### config.mk
export PLATFORM = sky130hd
export DESIGN_NAME = adc_seq_ctrl
export DESIGN_NICKNAME = d
export VERILOG_FILES = /design/src/rtl/adc_seq_pkg.sv /design/src/rtl/adc_mux_decode.sv /design/src/rtl/adc_seq_fsm.sv /design/src/rtl/adc_seq_ctrl.sv
export SDC_FILE = /design/constraint.sdc
export NUM_CORES = 1
export LEC_CHECK = 0
export CORE_MARGIN = 4
export CORE_UTILIZATION = 30
export CTS_CLUSTER_DIAMETER = 200
export DETAILED_ROUTE_END_ITERATION = 10
export PLACE_DENSITY = 0.61
export SLEW_MARGIN = 20
export SYNTH_ARGS = -nofsm -noshare
export SYNTH_HDL_FRONTEND = slang
export SYNTH_HIERARCHICAL = 1
export SYNTH_SLANG_ARGS = --single-unit
### constraint.sdc
create_clock -name clk -period 2.1 [get_ports clk]
set_clock_uncertainty 0.1 [all_clocks]
set_input_delay 0.42 -clock clk [delete_from_list [all_inputs] [get_ports clk]]
set_output_delay 0.42 -clock clk [all_outputs]
set_load 0.05 [all_outputs]
### src/rtl/adc_seq_pkg.sv
package adc_seq_pkg;
    localparam int CHAN_W  = 5;
    localparam int DATA_W  = 8;
    localparam int N_SEL   = 14;
    localparam int N_PORTB = 8;
    localparam int N_PORTD = 4;
    localparam logic [CHAN_W-1:0] CODE_OFF  = {CHAN_W{1'b1}};
    localparam logic [CHAN_W-1:0] CODE_VHI  = CODE_OFF - 2;
    localparam logic [CHAN_W-1:0] CODE_VLO  = CODE_OFF - 1;

    typedef struct packed {
        logic              cont;
        logic [CHAN_W-1:0] chan;
        logic              flag;
        logic [DATA_W-1:0] data;
        logic              busy;
        logic              settle;
        logic              start;
    } seq_state_t;

    // Input code that drives select bit idx
    function automatic logic [CHAN_W-1:0] code_of_bit(input int idx);
        if (idx < N_PORTB)
            return CHAN_W'(idx);
        else if (idx < N_PORTB + N_PORTD)
            return CHAN_W'(2 * N_PORTB + N_PORTD - 1 - idx);
        else if (idx == N_PORTB + N_PORTD)
            return CODE_VHI;
        else
            return CODE_VLO;
    endfunction
endpackage

### src/rtl/adc_mux_decode.sv
module adc_mux_decode
    import adc_seq_pkg::*;
(
    input  logic [CHAN_W-1:0] code_i,
    output logic [N_SEL-1:0]  sel_o
);
    for (genvar g = 0; g < N_SEL; g++) begin : g_sel
        localparam logic [CHAN_W-1:0] MATCH = code_of_bit(g);
        assign sel_o[g] = (code_i == MATCH);
    end
endmodule

### src/rtl/adc_seq_fsm.sv
module adc_seq_fsm
    import adc_seq_pkg::*;
(
    input  logic              clk,
    input  logic              rst_n,
    input  logic              reg_wr,
    input  logic              wr_cont,
    input  logic [CHAN_W-1:0] wr_chan,
    input  logic              data_rd,
    input  logic              cv_done,
    input  logic [DATA_W-1:0] cv_data,
    output logic              start_o,
    output logic              cont_o,
    output logic [CHAN_W-1:0] chan_o,
    output logic              flag_o,
    output logic [DATA_W-1:0] data_o
);
    seq_state_t st_d, st_q;
    logic       off_new;

    always_comb begin
        st_d       = st_q;
        st_d.start = 1'b0;
        off_new    = (wr_chan == CODE_OFF);
        if (reg_wr) begin
            st_d.cont = wr_cont;
            st_d.chan = wr_chan;
            st_d.flag = 1'b0;
            if (off_new) begin
                st_d.busy   = 1'b0;
                st_d.settle = 1'b0;
            end else begin
                st_d.busy   = 1'b1;
                st_d.start  = 1'b1;
                st_d.settle = st_q.settle | (st_q.chan == CODE_OFF);
            end
        end else begin
            if (data_rd)
                st_d.flag = 1'b0;
            if (st_q.busy && cv_done) begin
                if (st_q.settle) begin
                    st_d.settle = 1'b0;
                    st_d.start  = 1'b1;
                end else begin
                    st_d.data = cv_data;
                    st_d.flag = 1'b1;
                    if (st_q.cont)
                        st_d.start = 1'b1;
                    else
                        st_d.busy = 1'b0;
                end
            end
        end
    end

    always_ff @(posedge clk or negedge rst_n) begin
        if (!rst_n) begin
            st_q      <= '0;
            st_q.chan <= CODE_OFF;
        end else begin
            st_q <= st_d;
        end
    end

    assign start_o = st_q.start;
    assign cont_o  = st_q.cont;
    assign chan_o  = st_q.chan;
    assign flag_o  = st_q.flag;
    assign data_o  = st_q.data;

    p_no_start_off_r4: assert property (@(posedge clk) disable iff (!rst_n)
        st_q.start |-> (st_q.chan != CODE_OFF));
    p_start_cause_r3: assert property (@(posedge clk) disable iff (!rst_n)
        st_q.start |-> ($past(reg_wr) || $past(cv_done)));
    p_flag_cause_r6: assert property (@(posedge clk) disable iff (!rst_n)
        $rose(st_q.flag) |-> ($past(cv_done) && !$past(reg_wr)));
    p_data_cause_r6: assert property (@(posedge clk) disable iff (!rst_n)
        (st_q.data != $past(st_q.data)) |-> $past(cv_done));
endmodule

### src/rtl/adc_seq_ctrl.sv
module adc_seq_ctrl
    import adc_seq_pkg::*;
(
    input  logic              clk,
    input  logic              rst_n,
    input  logic              reg_wr,
    input  logic              wr_cont,
    input  logic [CHAN_W-1:0] wr_chan,
    input  logic              data_rd,
    input  logic              cv_done,
    input  logic [DATA_W-1:0] cv_data,
    output logic              cv_start,
    output logic              cv_pwr_en,
    output logic [N_SEL-1:0]  mux_sel,
    output logic [DATA_W-1:0] result,
    output logic              rd_cont,
    output logic [CHAN_W-1:0] rd_chan,
    output logic              rd_flag
);
    logic [CHAN_W-1:0] chan_q;

    adc_seq_fsm i_fsm (
        .clk     (clk),
        .rst_n   (rst_n),
        .reg_wr  (reg_wr),
        .wr_cont (wr_cont),
        .wr_chan (wr_chan),
        .data_rd (data_rd),
        .cv_done (cv_done),
        .cv_data (cv_data),
        .start_o (cv_start),
        .cont_o  (rd_cont),
        .chan_o  (chan_q),
        .flag_o  (rd_flag),
        .data_o  (result)
    );

    adc_mux_decode i_dec (
        .code_i (chan_q),
        .sel_o  (mux_sel)
    );

    assign cv_pwr_en = (chan_q != CODE_OFF);
    assign rd_chan   = chan_q;

    p_sel_onehot_r2: assert property (@(posedge clk) disable iff (!rst_n)
        $onehot0(mux_sel));
    p_off_no_sel_r4: assert property (@(posedge clk) disable iff (!rst_n)
        !cv_pwr_en |-> (mux_sel == '0));
endmodule

==> metrics <==
status finished with violations; failing checks setup timing; vias in the first global route 847; DRC viols 0; final net count 166; Syn Inst Count 91; worst slew pin tran 0.5110 ns; first drt pass iteration count 2; Synth Area in Simple Gates ~23%; PortBufs 49; sequential area share after synthesis a little under half; Crit Path Class register to output port; Clock Latency Late Sink 0.29 ns; DP Cell Count about 170; Die Span X 66.09 µm; Max Cap Viol 0; H-tree Lvls 1; vias per cell 4.395; Synth Net Count 110; worst reg2reg path depth 4; Tmin final 2.131 ns; Core Area 0.003128 mm²; Synth warnings 6; fin cells 190; die area between 0.004 and 0.005 mm²; Slew Limit Fails 0; Fin Setup TNS -0.05362 ns; Placer Congestion 0.6424; CTS Hold Buffers Added 0; CTS root buffer clkbuf_4; Setup crit end kind output port; Clock Tree Buf Depth 2; Max Fclk 469.3 MHz; post-synthesis adder-cell area fraction 0%; complex-gate fraction of the synthesized area 4.326%; final wirelength around 2600 µm; Worst Setup Start Kind register; first-pass GRT wire length 3898 µm; Fillers 276; static leakage 0.7913 nW; final core occ between 60% and 70%; Iter 0 DRT Violations 18; Pwr per Cell Area 677.2 mW/mm²; most frequent cells in the layout clkdlybuf4s50_1 (29), buf_4 (18), buf_12 (18), mux2_2 (14), dfrtp_1 (13); RSZ-0062 raised after global routing true; Final period util 101.5%; Avg Inst Size Synth approximately 11 µm²; dpl hpwl about 1900 µm; dpl ws 0.1649 ns; most common cell after layout, fill and taps aside clkdlybuf4s50_1; Via Count 835; final hold violation count 0; Data arrival, critical path roughly 1.6 ns; cts bufs inserted 3; WP data required 1.58 ns; Die H 66.09 µm; share of the synthesized area in the top cell type 32.14%; Slew HR 65.83%; TritonCTS sink count 18; initial core utilization 32.36%; Synth cell types 25; Final Worst Setup Slack -0.03105 ns; Placed Area 0.001707 mm²; Crit Path Max Fanout 4; initial antenna violation count 0; synth top area cells dfrtp_1 (32%), mux2_2 (16%), dfstp_2 (13%); IO Pins 50; CTS tree built; Rows 20; antenna-violating nets left 0; Peak VDD IR 438.9 µV; largest net degree at the start of global routing 12; Synth Register Bits 18; Mapped Area between 0.001 and 0.0015 mm²; GR Overflow Total 0; Overall Global Routing Usage 11.79%; cell taking the most area after synthesis dfrtp_1; post-synthesis mux area share 15.57%; clock-pin slew on the worst setup and hold paths 0.10 ns; xor/xnor share of the synthesized area 0%; largest family of logic cells by synthesized area simple AND/OR/NAND/NOR gates; post-detailed-route wirelength per cell 13.54 µm; cell area after layout 0.001922 mm²; Area Overhead vs Synth 89.86%; setup violators final 2; Worst Hold Class input port to asynchronous set/reset pin; antenna diode count 0; share of layout cells above drive strength 1 56.16%
## synthesized netlist by cell type
cell type	instances
nor3_1	4
o21ai_0	2
a21o_2	2
nand2b_2	1
buf_2	1
or3b_4	1
nor4b_2	1
and3_1	1
nand2b_4	2
nand2_1	3
a2bb2oi_1	1
nor2_1	9
nand2b_1	3
nand3_1	5
or3_1	1
o31ai_1	1
mux2_2	14
nor3_2	1
dfstp_2	5
nor4_1	3
dfrtp_1	13
inv_1	2
buf_4	13
buf_6	1
nor2_8	1
## worst paths after layout
| check | start | to | slack (ns) |
|---|---|---|---|
| max | i_fsm/chan_o[0] | mux_sel[1] | -0.03 |
| min | rst_n | i_fsm/flag_o | 0.35 |
| max reg2reg | i_fsm/chan_o[3] | i_fsm/st_q[1] | 0.71 |
| min reg2reg | i_fsm/flag_o | i_fsm/flag_o | 0.40 |
| max in group asynchronous | rst_n | i_fsm/data_o[1] | 1.05 |
| min in group clk | i_fsm/flag_o | i_fsm/flag_o | 0.40 |
## layer usage
metal | vias to the layer above | global-route usage, % | part of all wire (%)
li1 | 412 | - | -
met1 | 400 | 13.09 | 39
met2 | 23 | 21.44 | 56
met3 | 0 | 3.231 | 5.7
met4 | 0 | 3.807 | 0
met5 | - | 0 | 0
## cell families after synthesis
logic type,after synthesis
AND/OR/NAND/NOR,36
flip-flops,18
multiplexers,14
AO/OA/AOI/OAI,6
buffers and inverters,17
## power breakdown
part	internal (mW)	switching (mW)	total (mW)	leakage, nW
combinational	0.281	0.355	0.636	0.561
clock	0.106	0.105	0.211	0.0210
sequential	0.409	0.0458	0.455	0.209
## timing repair
action	4_1_cts	5_1_grt
pin swaps	1	4
setup endpoints to repair	11	11
resized for setup	8	9
setup buffers	7	6
## area by class of cell
| type | instances | area [µm²] | share of cell area (%) |
|---|---|---|---|
| repair buffers | 66 | 810.8 | 42.19 |
| multi-input cells | 56 | 551.8 | 28.71 |
| flip-flops and latches | 18 | 460.4 | 23.96 |
| well taps | 44 | 55.05 | 2.865 |
| clock buffers | 4 | 36.28 | 1.888 |
| inverters | 2 | 7.507 | 0.3906 |
## stage by stage
step           hold WS, ns  total power, mW
3_5_place_dp        0.3799            1.033
5_1_grt             0.3716            1.360
2_1_floorplan      0.02441           0.8680
3_3_place_gp        0.3674            1.025
6_report            0.3465            1.301
4_1_cts             0.3431            1.283
## state kept, by name, indices dropped and copies added, names as in the netlist
| register | count |
|---|---|
| i_fsm/start_o | 1 |
| i_fsm/flag_o | 1 |
| i_fsm/cont_o | 1 |
| i_fsm/chan_o | 5 |
| i_fsm/data_o | 8 |
| i_fsm/st_q | 2 |
## critical path, cell delays in order (launching register included)
cell and delay [ns]:
dfstp_2 0.55, or3b_4 0.44, nor3_4 0.17, buf_12 0.16
(Power assumes the default switching activity.)
